==> src/rtl/vbi_gate_pkg.sv <==
package vbi_gate_pkg;

   localparam int NUM_STD = 2;   // index 0: 525/60, index 1: 625/50
   localparam int MIN_DATA_W = 8;
   localparam int MIN_LINE_W = 10;

   // One field's window description; ranges may wrap past the last line.
   typedef struct packed {
      int   vbi_lo;
      int   vbi_hi;
      int   open_lo;
      int   open_hi;
      logic half_at_lo;   // open_lo line opens only in its second half
   } win_t;

   function automatic win_t window_of(input logic is625, input logic fld);
      win_t w;
      w.half_at_lo = 1'b0;
      if (!is625) begin
         if (!fld) begin
            w.vbi_lo = 525; w.vbi_hi = 21; w.open_lo = 10;  w.open_hi = 21;
         end else begin
            w.vbi_lo = 262; w.vbi_hi = 284; w.open_lo = 273; w.open_hi = 284;
            w.half_at_lo = 1'b1;
         end
      end else begin
         if (!fld) begin
            w.vbi_lo = 624; w.vbi_hi = 22;  w.open_lo = 7;   w.open_hi = 22;
         end else begin
            w.vbi_lo = 311; w.vbi_hi = 335; w.open_lo = 319; w.open_hi = 335;
         end
      end
      return w;
   endfunction

   // Inclusive range test that wraps when lo > hi.
   function automatic logic in_wrap(input int v, input int lo, input int hi);
      if (lo <= hi) return (v >= lo) && (v <= hi);
      else          return (v >= lo) || (v <= hi);
   endfunction

endpackage

==> src/rtl/vbi_mode_latch.sv <==
module vbi_mode_latch (
   input  logic clk,
   input  logic rst_n,
   input  logic line_start,
   input  logic std_in,
   input  logic partial_in,
   output logic std_eff,
   output logic partial_eff,
   output logic std_q,
   output logic partial_q
);

   always_ff @(posedge clk or negedge rst_n) begin
      if (!rst_n) begin
         std_q     <= 1'b0;
         partial_q <= 1'b0;
      end else if (line_start) begin
         std_q     <= std_in;
         partial_q <= partial_in;
      end
   end

   // The line-start cycle already uses the newly presented settings.
   assign std_eff     = line_start ? std_in     : std_q;
   assign partial_eff = line_start ? partial_in : partial_q;

endmodule

==> src/rtl/vbi_window_decode.sv <==
module vbi_window_decode
   import vbi_gate_pkg::*;
#(
   parameter int LINE_W = 10
) (
   input  logic [LINE_W-1:0] line_num,
   input  logic              field,
   input  logic              second_half,
   input  logic              std_sel,
   output logic              in_vbi,
   output logic              is_open
);

   logic [NUM_STD-1:0] vbi_g;
   logic [NUM_STD-1:0] open_g;
   int                 line_i;

   assign line_i = int'(line_num);

   for (genvar g = 0; g < NUM_STD; g++) begin : g_std
      localparam win_t W_F0 = window_of(g == 1, 1'b0);
      localparam win_t W_F1 = window_of(g == 1, 1'b1);
      win_t w;
      always_comb begin
         w         = field ? W_F1 : W_F0;
         vbi_g[g]  = in_wrap(line_i, w.vbi_lo, w.vbi_hi);
         open_g[g] = in_wrap(line_i, w.open_lo, w.open_hi)
                     && !(w.half_at_lo && (line_i == w.open_lo) && !second_half);
      end
   end

   assign in_vbi  = vbi_g[std_sel];
   assign is_open = open_g[std_sel];

endmodule

==> src/rtl/vbi_sample_mux.sv <==
module vbi_sample_mux #(
   parameter int DATA_W = 8
) (
   input  logic              clk,
   input  logic              rst_n,
   input  logic              pass_d,
   input  logic [DATA_W-1:0] y_in,
   input  logic [DATA_W-1:0] cb_in,
   input  logic [DATA_W-1:0] cr_in,
   output logic              pass_o,
   output logic [DATA_W-1:0] y_o,
   output logic [DATA_W-1:0] cb_o,
   output logic [DATA_W-1:0] cr_o
);

   localparam int SHIFT = DATA_W - 8;
   localparam logic [DATA_W-1:0] BLANK_Y = DATA_W'(16)  << SHIFT;
   localparam logic [DATA_W-1:0] BLANK_C = DATA_W'(128) << SHIFT;

   always_ff @(posedge clk or negedge rst_n) begin
      if (!rst_n) begin
         pass_o <= 1'b0;
         y_o    <= BLANK_Y;
         cb_o   <= BLANK_C;
         cr_o   <= BLANK_C;
      end else begin
         pass_o <= pass_d;
         y_o    <= pass_d ? y_in  : BLANK_Y;
         cb_o   <= pass_d ? cb_in : BLANK_C;
         cr_o   <= pass_d ? cr_in : BLANK_C;
      end
   end

endmodule

==> src/rtl/vbi_line_gate.sv <==
module vbi_line_gate
   import vbi_gate_pkg::*;
#(
   parameter int DATA_W = 8,
   parameter int LINE_W = 10
) (
   input  logic              clk,
   input  logic              rst_n,
   input  logic              line_start,
   input  logic [LINE_W-1:0] line_num,
   input  logic              field,
   input  logic              second_half,
   input  logic              std_625,
   input  logic              partial_mode,
   input  logic [DATA_W-1:0] y_in,
   input  logic [DATA_W-1:0] cb_in,
   input  logic [DATA_W-1:0] cr_in,
   output logic              pass_o,
   output logic [DATA_W-1:0] y_o,
   output logic [DATA_W-1:0] cb_o,
   output logic [DATA_W-1:0] cr_o
);

   if (DATA_W < MIN_DATA_W) begin : g_bad_data_w
      $error("vbi_line_gate: DATA_W must be at least 8");
   end
   if (LINE_W < MIN_LINE_W) begin : g_bad_line_w
      $error("vbi_line_gate: LINE_W must hold line 625");
   end

   logic std_eff, partial_eff, std_q, partial_q;
   logic in_vbi, is_open, pass_d;

   vbi_mode_latch u_latch (
      .clk         (clk),
      .rst_n       (rst_n),
      .line_start  (line_start),
      .std_in      (std_625),
      .partial_in  (partial_mode),
      .std_eff     (std_eff),
      .partial_eff (partial_eff),
      .std_q       (std_q),
      .partial_q   (partial_q)
   );

   vbi_window_decode #(.LINE_W(LINE_W)) u_decode (
      .line_num    (line_num),
      .field       (field),
      .second_half (second_half),
      .std_sel     (std_eff),
      .in_vbi      (in_vbi),
      .is_open     (is_open)
   );

   assign pass_d = !in_vbi || (partial_eff && is_open);

   vbi_sample_mux #(.DATA_W(DATA_W)) u_mux (
      .clk    (clk),
      .rst_n  (rst_n),
      .pass_d (pass_d),
      .y_in   (y_in),
      .cb_in  (cb_in),
      .cr_in  (cr_in),
      .pass_o (pass_o),
      .y_o    (y_o),
      .cb_o   (cb_o),
      .cr_o   (cr_o)
   );

endmodule

==> config.mk <==
export PLATFORM = sky130hd
export DESIGN_NAME = vbi_line_gate
export DESIGN_NICKNAME = d
export VERILOG_FILES = /design/src/rtl/vbi_gate_pkg.sv /design/src/rtl/vbi_mode_latch.sv /design/src/rtl/vbi_window_decode.sv /design/src/rtl/vbi_sample_mux.sv /design/src/rtl/vbi_line_gate.sv
export SDC_FILE = /design/constraint.sdc
export NUM_CORES = 1
export LEC_CHECK = 0
export BUFFER_PORTS_ARGS = -buffer_cell sky130_fd_sc_hd__buf_2
export CAP_MARGIN = 20
export CORE_MARGIN = 4
export CORE_UTILIZATION = 35
export CTS_CLUSTER_DIAMETER = 60
export DETAILED_ROUTE_END_ITERATION = 10
export PLACE_DENSITY = 0.67
export SYNTH_ARGS = -nofsm -noshare
export SYNTH_HDL_FRONTEND = slang
export SYNTH_SLANG_ARGS = --single-unit
export TNS_END_PERCENT = 30
==> constraint.sdc <==
create_clock -name clk -period 1.65 [get_ports clk]
set_input_delay 0 -clock clk [delete_from_list [all_inputs] [get_ports clk]]
set_output_delay 0 -clock clk [all_outputs]
set_load 0.02 [all_outputs]
; ---- Word level (Yosys, flattened, before mapping)
; Cells that the tools add are included.
[word_totals]
word_cells = 56
register_bits = 27
out_inout_bits = 25
inputBits = 41
[op_classes]
n_eq_ne = 2
n_mux = 15
order_cmp = 13
n_reduce_logical = 20
[op_table]
columns = operator, n
row1 = $mux 107, 2
row2 = $ge 11x32->1, 4
row3 = $le 11x32->1, 4
row4 = $le 32x32->1, 4
row5 = $eq 11x32->1, 2
row6 = $mux 8, 3
row7 = $logic_and 1x1->1, 11
row8 = $mux 1, 10
row9 = $logic_or 1x1->1, 5
row10 = $logic_not 1->1, 4
row11 = $lt 1x2->1 const B, 1

; ---- Longest topological paths before layout
; Gate-level depths: netlist of run 1.
[logic_depth]
word_depth = 11
depth_mapped = 9
depth_no_buf = 8

; ---- By module
; A second synthesis of run 1 with hierarchy kept.
[hier_totals]
hier_cells = 130
hier_area_um2 = 1480.2
[modules_own_cells]
columns = module, n_inst, cells_per_inst, area_per_inst_um2
row1 = vbi_sample_mux, 1, 51, 817.0
row2 = vbi_window_decode, 1, 74, 580.6
row3 = vbi_mode_latch, 1, 4, 72.6
row4 = vbi_line_gate, 1, 1, 10.0

; ---- Least setup slack after synthesis of run 1
; No wires, ideal clock.
[synth_timing]
path_type = input to register
startpoint = input port field
endpoint = register u_mux.cb_o[1]
required_ps = 1527
slack_ps = -432
n_path_buf = 1
setup_ps = 123
stages = 8
arrival_time_ps = 1959
path_cell_list = inv_1 ha_1 or4b_1 or4_1 o211ai_2 o311a_2 buf_6 a21boi_2
[synth_between]
elab_chain_cells = 11
[synth_rtl]
columns = item, line
row1 = from (decl), vbi_line_gate.sv:11  ; input logic field,
row2 = branches (longest 9 deep; another with $ge 11x32->1), --
row3 = $logic_or 1x1->1 *, vbi_line_gate.sv:55  ; assign pass_d = !in_vbi || (partial_eff && is_open);
row4 = $mux 8 *, vbi_sample_mux.sv:29  ; cb_o <= pass_d ? cb_in : BLANK_C;
row5 = to (signal assigned), vbi_sample_mux.sv:29
row6 = to (decl), vbi_sample_mux.sv:12  ; output logic [DATA_W-1:0] cb_o,
; Mark *: on every way between the ends. The select of a mux whose other input is x is not followed.

; ---- Final worst setup path of run 1
; Same ends and word-level chain as after synthesis.

==> flow_metrics.env, run 1 <==
export IMPL_dr_total_vias=1672
export IMPL_areaGrowthSynthToFinish_pct=74.1
export IMPL_slew_violations=0
export IMPL_slew_headroom=0.615
export IMPL_cp_num_buf_inv=4
export IMPL_wl_per_cell_um=15.6
export IMPL_seq_area_frac_synth=0.418
export IMPL_cts_made_buffers=3
export IMPL_antenna_found_initial=0
export IMPL_cts_max_path_buffers=2
export IMPL_clkTransAtPathRegs_ns=0.10
export IMPL_synth_area_sq_mm=0.00162
export IMPL_port_buffer_count=65
export IMPL_period_share=1.20
export IMPL_die_area_sq_mm=0.00579
export IMPL_rr_endpoint="u_mux.cb_o[4]"
export IMPL_min_from="line_start"
export IMPL_vias_per_cell=5.10
export IMPL_ys_ff_latch=27
export IMPL_grt_pass1_vias=1853
export IMPL_tightestPinTransition_ns=0.577
export IMPL_antenna_cells=0
export IMPL_end_kind="flip-flop"
export IMPL_peakVddDrop_v=0.000676
export IMPL_die_width_um=76.1
export IMPL_crit_path_max_fanout=8
export IMPL_fin_skew_ns=0.00717
export IMPL_synth_edf_count=0
export IMPL_grt_max_degree=28
export IMPL_hold_viol=0
export IMPL_hold_ws_ns=0.0362
export IMPL_fin_crit_ns=1.97
export IMPL_stdcell_count=328
export IMPL_initial_core_util=0.368
export IMPL_holdPathEnd="u_latch.partial_q"
export IMPL_htree_levels=1
export IMPL_drc_errors=0
export IMPL_place_ws_ns=-0.758
export IMPL_root_buffer="clkbuf_8"
export IMPL_drt_iter0_drc=65
export IMPL_synth_cell_type_count=43
export IMPL_hold_path_class="in2reg"
export IMPL_clkSinkCount=27
export IMPL_dr_pass1_iters=4
export IMPL_postSynthAreaPerCell_sq_um=11.4
export IMPL_dp_cells=290
export IMPL_gr_total_overflow=0
export IMPL_slowest_delay_ns=0.50
export IMPL_r2r_start="u_latch.std_q"
export IMPL_grt_pass1_wl_mm=8.56
export IMPL_synthFlopType="dfrtp_1"
export IMPL_leakagePower_nw=1.34
export IMPL_crit_arrival_ns=2.18
export IMPL_synth_warnings=0
export IMPL_syn_num_nets=199
export IMPL_ant_nets=0
export IMPL_cap_viol_max_count=0
export IMPL_fill_cells=347
export IMPL_fin_util=0.641
export IMPL_cp_top_family="simple AND/OR/NAND/NOR gates"
export IMPL_routed_wl_mm=5.12
export IMPL_crit_type="in2reg"
export IMPL_startpoint_type="input port"
export IMPL_rr_worst_depth=6
export IMPL_worstPathCellList="buf_8 > clkinvlp_4 > buf_6 > ha_4 > or4b_4 > or4_4 > o211ai_4 > a32oi_2 > o311a_4 > buf_12 > a21boi_2"
export IMPL_num_rows=24
export IMPL_powerDensity_mw_per_mm2=737
export IMPL_setup_viol=25
export IMPL_rsz0062_at_grt="yes"
export IMPL_fmax_ghz=0.507
export IMPL_fin_nets=333
export IMPL_cts_tree="built"
export IMPL_tns_ns=-7.22
export IMPL_grt_usage=0.179
export IMPL_hpwl_mm=3.45
export IMPL_layout_setup_ws_ns=-0.323
export IMPL_syn_instance_count=143
export IMPL_io_pins=66
export IMPL_drive_gt1_frac=0.576
export IMPL_clock_latency_ns=0.28
export IMPL_status="finished, violations left"
export IMPL_gp_congestion=0.809
export IMPL_min_path_cells=2
export IMPL_critPathSlowestCell="or4b_4"
export IMPL_rrSetupSlack_ns=-0.03
export IMPL_async_flop_share=1.00
export IMPL_core_sq_mm=0.00441
export IMPL_violations="negative setup slack"
export IMPL_critical_path_required_ns=1.86
export IMPL_die_h_um=76.1
worst reg2reg max path, stage by stage, from the launching register on:
cell and delay, ns:
dfrtp_1 0.38, mux2i_1 0.23, inv_1 0.17, a32oi_2 0.28, o311a_4 0.30, buf_12 0.15, a21boi_2 0.05
how the worst max path moves through the flow:
stage | startpoint | end | slack (ns) | cells after the start
2_1_floorplan | field | u_mux.cb_o[1] | -0.38 | 9
3_3_place_gp | field | u_mux.cb_o[3] | -0.70 | 10
3_5_place_dp | field | u_mux.cb_o[3] | -0.76 | 10
4_1_cts | field | u_mux.cb_o[1] | -0.30 | 11
5_1_grt | field | u_mux.cb_o[1] | -0.38 | 12
6_report | field | u_mux.cb_o[1] | -0.32 | 11
layout make-up:
class / instances / area, sq um / share of cell area
flip-flops and latches: 27 / 679 / 0.240
multi-input cells: 103 / 1040 / 0.368
well taps: 52 / 65.1 / 0.0230
repair buffers: 132 / 956 / 0.338
clock inverters: 1 / 5.00 / 0.00177
inverters: 10 / 41.3 / 0.0146
clock buffers: 3 / 41.3 / 0.0146
stage by stage:
step                cell area (sq um)  power (mW)
floorplan                        1700        1.25
global placement                 2340        1.58
detailed placement               2340        1.59
CTS                              2800        2.07
global route                     2830        2.19
finish                           2830        2.08
repair_timing:
item,4_1_cts,5_1_grt
pin swaps,8,5
setup endpoints to repair,25,25
endpoints found under the hold margin,49,0
resized for setup,19,4
setup buffers,6,1
cloned,1,0
hold buffers,26,0
routing by layer:
metal / wire length (um) / part of all wire / track usage / vias to the layer above
met4: 93 / 0.018 / 0.0647 / 0
met3: 278 / 0.054 / 0.0402 / 11
met2: 2650 / 0.52 / 0.322 / 53
met1: 2100 / 0.41 / 0.204 / 805
li1: - / - / - / 803
met5: 0 / 0 / 0 / -
kinds of logic after synthesis:
logic type / share of synthesized area
flops: 0.418
mux: 0.0131
fa+ha+maj: 0.116
buf+inv: 0.0462
compound gates: 0.274
simple gates: 0.133
synth_stat cells, drive strengths merged (2+ instances only):
master,n,area [sq um]
a211o,2,17.5
nor3,3,26.3
a21boi,21,229
nand2,8,30.0
a21oi,2,10.0
dfrtp,24,601
nor4,5,31.3
a32oi,2,17.5
o311a,2,21.3
inv,10,37.5
or4b,2,20.0
dfstp,3,78.8
a21o,3,22.5
buf,4,37.5
nand3,3,15.0
a31oi,4,31.3
ha,15,188
or3,3,23.8
o21ai,5,25.0
nor2,5,18.8
cell usage in the layout (no fill, tap or decap), types with 3 or more instances in the layout:
master         synthesis  final
a21boi_2              19     20
a21o_1                 3      3
a31oi_1                3      3
buf_12                 0      3
buf_2                  0     64
buf_4                  2     34
buf_6                  2      4
clkbuf_8               0      3
dfrtp_1               24     24
dfstp_2                3      3
dlygate4sd3_1          0     26
ha_1                  15      9
ha_4                   0      5
inv_1                 10      9
nand2_1                8      8
nand3_1                3      3
nor2_1                 5      5
o21ai_0                5      5
power by group:
part	leakage (nW)	switching, mW	internal (mW)
clock network	0.0255	0.210	0.169
logic	0.983	0.483	0.437
registers	0.327	0.0255	0.758
total	1.34	0.719	1.36
flip-flops by register name, indices dropped and copies added, names as in the netlist:
register and cells:
u_latch.std_q 1, u_mux.pass_o 1, u_mux.cr_o 8, u_mux.y_o 8, u_mux.cb_o 8, u_latch.partial_q 1
No activity file was read; power rests on OpenSTA's default activity.
==> run 2, diff against run 1 <==
--- a/config.mk
+++ b/config.mk
@@ -7,6 +7,7 @@
 export LEC_CHECK = 0
 export BUFFER_PORTS_ARGS = -buffer_cell sky130_fd_sc_hd__buf_2
 export CAP_MARGIN = 20
+export CORE_ASPECT_RATIO = 0.8
 export CORE_MARGIN = 4
 export CORE_UTILIZATION = 35
 export CTS_CLUSTER_DIAMETER = 60
==> flow_metrics.env, run 2 (synthesized netlist as in run 1, its figures left out) <==
export IMPL_end_kind="flip-flop"
export IMPL_clkTransAtPathRegs_ns=0.09
export IMPL_final_cell_mix="buf_2, buf_4, dlygate4sd3_1, dfrtp_1, a21boi_2"
export IMPL_num_rows=21
export IMPL_final_common_cell="buf_2"
export IMPL_grt_pass1_wl_mm=7.95
export IMPL_place_ws_ns=-0.763
export IMPL_hold_viol=0
export IMPL_ant_nets=0
export IMPL_wl_met1_mm=2.05
export IMPL_cts_made_buffers=3
export IMPL_fin_crit_ns=2.02
export IMPL_rsz0062_at_grt="yes"
export IMPL_areaGrowthSynthToFinish_pct=76.7
export IMPL_antenna_found_initial=0
export IMPL_fin_nets=331
export IMPL_drt_iter0_drc=98
export IMPL_stdcell_count=332
export IMPL_gr_total_overflow=0
export IMPL_peakVddDrop_v=0.000614
export IMPL_io_pins=66
export IMPL_routed_wl_mm=5.08
export IMPL_grt_pass1_vias=1687
export IMPL_die_h_um=68.9
export IMPL_drc_errors=0
export IMPL_root_buffer="clkbuf_8"
export IMPL_leakagePower_nw=1.36
export IMPL_dr_total_vias=1664
export IMPL_clock_latency_ns=0.27
export IMPL_cts_max_path_buffers=2
export IMPL_die_area_sq_mm=0.00580
export IMPL_status="finished, violations left"
export IMPL_gp_congestion=0.911
export IMPL_clkSinkCount=27
export IMPL_violations="negative setup slack"
export IMPL_critical_path_required_ns=1.81
export IMPL_hold_path_class="in2reg"
export IMPL_grt_usage=0.173
export IMPL_slew_violations=0
export IMPL_tightestPinTransition_ns=0.571
export IMPL_slew_headroom=0.619
export IMPL_die_width_um=84.2
export IMPL_fin_skew_ns=0.00250
export IMPL_wl_met3_um=233
export IMPL_cap_viol_max_count=0
export IMPL_top_regs="u_mux.cb_o: 8 flops, u_mux.cr_o: 8 flops, u_mux.y_o: 8 flops"
export IMPL_grt_max_degree=28
export IMPL_wl_per_cell_um=15.3
export IMPL_htree_levels=1
export IMPL_highest_layer="met4"
export IMPL_layout_setup_ws_ns=-0.374
export IMPL_drive_gt1_frac=0.558
export IMPL_dp_cells=293
export IMPL_core_sq_mm=0.00434
export IMPL_crit_arrival_ns=2.19
export IMPL_cts_tree="built"
export IMPL_hpwl_mm=3.38
export IMPL_setup_viol=25
export IMPL_powerDensity_mw_per_mm2=740
export IMPL_period_share=1.23
export IMPL_vias_per_cell=5.01
export IMPL_crit_type="in2reg"
export IMPL_dr_pass1_iters=4
export IMPL_crit_path_max_fanout=6
export IMPL_wl_met2_mm=2.72
export IMPL_hold_ws_ns=0.0467
export IMPL_fmax_ghz=0.494
export IMPL_tns_ns=-8.66
export IMPL_startpoint_type="input port"
export IMPL_port_buffer_count=65
export IMPL_initial_core_util=0.375
[run 2: changes by cell type in the layout (fill, tap and decap cells not counted), moves of 2 or more]
| cell | change |
|---|---|
| nor4_2 | -2 |
| buf_12 | +3 |
| buf_4 | -3 |
| buf_6 | -3 |
| a21boi_2 | -2 |
[run 2: report_power, final]
group          leakage (nW)  internal, mW  switching, mW  total, mW
sequential            0.327         0.758         0.0243      0.782
clock                0.0228         0.173          0.191      0.363
combinational          1.01         0.483          0.495      0.978
total                  1.36          1.41          0.710       2.12
[run 2: layer usage]
metal,up-vias,track usage
li1,797,-
met1,810,0.209
met2,49,0.321
met3,8,0.0321
met4,0,0.0482
met5,-,0
[run 2: stage by stage]
stage / utilization / area, sq um / power, mW
after floorplan: - / 1700 / 1.25
after CTS: 0.627 / 2720 / 2.03
final: 0.662 / 2870 / 2.12
after global placement: 0.541 / 2340 / 1.57
after global routing: 0.661 / 2870 / 2.25
after detailed placement: 0.541 / 2340 / 1.58
[run 2: what timing repair did]
item / in CTS / in global routing
cloned: 1 / 1
endpoints found under the hold margin: 49 / 0
hold buffers: 26 / 0
resized for setup: 5 / 14
setup endpoints to repair: 25 / 25
pin swaps: 7 / 8
buffers inserted: 3 / 3
[run 2: final cells by class]
class | instances | area [sq um]
Inverter | 10 | 41.3
Sequential cell | 27 | 679
Tap cell | 57 | 71.3
Multi-Input combinational cell | 102 | 1020
Clock buffer | 4 | 45.0
Timing Repair Buffer | 131 | 1010
Fill cell | 331 | 1470
Antenna cell | 1 | 2.50
[run 2: critical path, cell delays in order]
cell and delay [ns]:
buf_8 0.07, clkinvlp_4 0.12, buf_12 0.16, ha_4 0.25, or4b_4 0.46, a21oi_1 0.25, o211ai_4 0.11, a32oi_2 0.19
o311a_4 0.33, clkbuf_16 0.18, a21boi_2 0.05
[run 2: final timing paths]
check / start / endpoint / slack, ns / depth (start not counted)
worst max-delay path: field / u_mux.y_o[0] / -0.37 / 11
worst min-delay path: line_start / u_latch.partial_q / 0.05 / 2
worst max register to register: u_latch.std_q / u_mux.cr_o[1] / -0.09 / 7
worst min register to register: u_latch.partial_q / u_latch.partial_q / 0.53 / 1
max in group asynchronous: rst_n / u_mux.y_o[4] / 1.01 / 2
min in group asynchronous: rst_n / u_mux.y_o[2] / 0.26 / 2
==> run 3, diff against run 2 <==
--- a/config.mk
+++ b/config.mk
@@ -12,6 +12,7 @@
 export CORE_UTILIZATION = 35
 export CTS_CLUSTER_DIAMETER = 60
 export DETAILED_ROUTE_END_ITERATION = 10
+export MAX_ROUTING_LAYER = met4
 export PLACE_DENSITY = 0.67
 export SYNTH_ARGS = -nofsm -noshare
 export SYNTH_HDL_FRONTEND = slang
==> flow_metrics.env, run 3 (synthesized netlist as in run 1, its figures left out) <==
export IMPL_startpoint_type="input port"
export IMPL_layout_setup_ws_ns=-0.399
export IMPL_stdcell_count=323
export IMPL_violations="negative setup slack"
export IMPL_die_width_um=84.2
export IMPL_areaGrowthSynthToFinish_pct=67.0
export IMPL_io_pins=66
export IMPL_crit_type="in2reg"
export IMPL_leakagePower_nw=1.29
export IMPL_core_sq_mm=0.00434
export IMPL_cap_viol_max_count=0
export IMPL_crit_arrival_ns=2.25
export IMPL_fmax_ghz=0.488
export IMPL_crit_end="u_mux.cb_o[7]"
export IMPL_r2r_start="u_latch.std_q"
export IMPL_wl_met2_mm=2.37
export IMPL_num_rows=21
export IMPL_dpl_instance_area_sq_mm=0.00231
export IMPL_drt_iter0_drc=50
export IMPL_antenna_cells=0
export IMPL_rrSetupSlack_ns=0.04
export IMPL_clkTransAtPathRegs_ns=0.08
export IMPL_die_area_sq_mm=0.00580
export IMPL_hold_ws_ns=0.00982
export IMPL_root_buffer="clkbuf_8"
export IMPL_grt_usage=0.162
export IMPL_port_buffer_count=65
export IMPL_cp_top_family="simple AND/OR/NAND/NOR gates"
export IMPL_drive_gt1_frac=0.534
export IMPL_rr_worst_depth=6
export IMPL_hold_path_class="in2reg"
export IMPL_wl_met1_mm=1.91
export IMPL_ant_nets=0
export IMPL_final_area_sq_mm=0.00271
export IMPL_grt_pass1_vias=1641
export IMPL_grt_max_degree=28
export IMPL_critical_path_required_ns=1.85
export IMPL_cts_tree="built"
export IMPL_path_depth=10
export IMPL_drc_errors=0
export IMPL_wl_per_cell_um=14.1
export IMPL_hold_viol=0
export IMPL_fin_crit_ns=2.05
export IMPL_dr_total_vias=1584
export IMPL_dp_cells=290
export IMPL_grt_pass1_wl_mm=7.33
export IMPL_antenna_found_initial=0
export IMPL_vias_per_cell=4.90
export IMPL_critPathLaunch="field"
export IMPL_period_share=1.24
export IMPL_worstPathCellList="buf_8 > clkinvlp_4 > ha_4 > or4b_4 > or4_4 > o211ai_2 > a32oi_1 > o311a_4 > buf_12 > a21o_1"
export IMPL_cp_num_buf_inv=3
export IMPL_rsz0062_at_grt="yes"
export IMPL_top_regs="u_mux.cb_o: 8 flops, u_mux.cr_o: 8 flops, u_mux.y_o: 8 flops"
export IMPL_clkSinkCount=27
export IMPL_highest_layer="met4"
export IMPL_peakVddDrop_v=0.000547
export IMPL_fin_nets=323
export IMPL_cts_max_path_buffers=2
export IMPL_htree_levels=1
export IMPL_dr_pass1_iters=4
export IMPL_routed_wl_mm=4.54
export IMPL_wl_met3_um=208
export IMPL_hpwl_mm=3.30
export IMPL_final_cell_mix="buf_2, buf_4, dlygate4sd3_1, dfrtp_1, a21boi_2"
export IMPL_powerDensity_mw_per_mm2=743
export IMPL_critPathSlowestCell="or4_4"
export IMPL_initial_core_util=0.375
export IMPL_tightestPinTransition_ns=0.586
export IMPL_rr_endpoint="u_mux.y_o[2]"
export IMPL_gr_total_overflow=0
export IMPL_clock_latency_ns=0.26
export IMPL_slew_violations=0
export IMPL_cts_made_buffers=3
export IMPL_crit_path_max_fanout=7
export IMPL_end_kind="flip-flop"
export IMPL_slowest_delay_ns=0.55
export IMPL_setup_viol=25
export IMPL_gp_congestion=0.855
export IMPL_slew_headroom=0.609
export IMPL_status="finished, violations left"
export IMPL_die_h_um=68.9
export IMPL_final_common_cell="buf_2"
export IMPL_fin_skew_ns=0.00203
run 3: worst min path at each step:
stage / startpoint / endpoint / depth (start not counted)
5_1_grt: partial_mode / u_latch.partial_q / 2
3_5_place_dp: rst_n / u_mux.cr_o[1] / 1
6_report: partial_mode / u_latch.partial_q / 2
3_3_place_gp: rst_n / u_mux.cr_o[1] / 1
4_1_cts: partial_mode / u_latch.partial_q / 2
2_1_floorplan: rst_n / u_latch.partial_q / 0
run 3: where the power goes:
group / switching [mW] / total [mW] / leakage, nW / internal (mW)
Sequential: 0.0261 / 0.784 / 0.327 / 0.758
Combinational: 0.457 / 0.878 / 0.937 / 0.420
Clock: 0.181 / 0.354 / 0.0228 / 0.172
run 3: routing by layer:
layer  track usage  vias up
li1              -      783
met1         0.198      743
met2         0.293       52
met3        0.0214        6
met4        0.0341        0
met5             -        -
run 3: metrics by stage:
stage                      util  worst slack [ns]  TNS, ns  power, mW
after floorplan               -            -0.384    -9.19       1.25
after global placement    0.532            -0.678   -16.22       1.56
after detailed placement  0.532            -0.783   -17.78       1.57
after CTS                 0.624            -0.376    -8.60       2.03
after global routing      0.626            -0.461   -10.88       2.14
final                     0.626            -0.399    -8.96       2.02
run 3: final cells by class:
class	count	area [sq um]
fill	338	1620
timing repair buffer	123	891
tap	57	71.3
sequential	27	679
clock buffer	4	45.0
multi-input combinational	102	985
inverter	10	41.3
run 3: repair_timing:
item                       in CTS  in global routing
gates cloned                    1                  0
hold endpoints to repair       48                  0
setup endpoints to repair      25                 25
pin swaps                       6                  1
hold buffers                   25                  0
setup buffers                   3                  0
resized for setup               9                  1
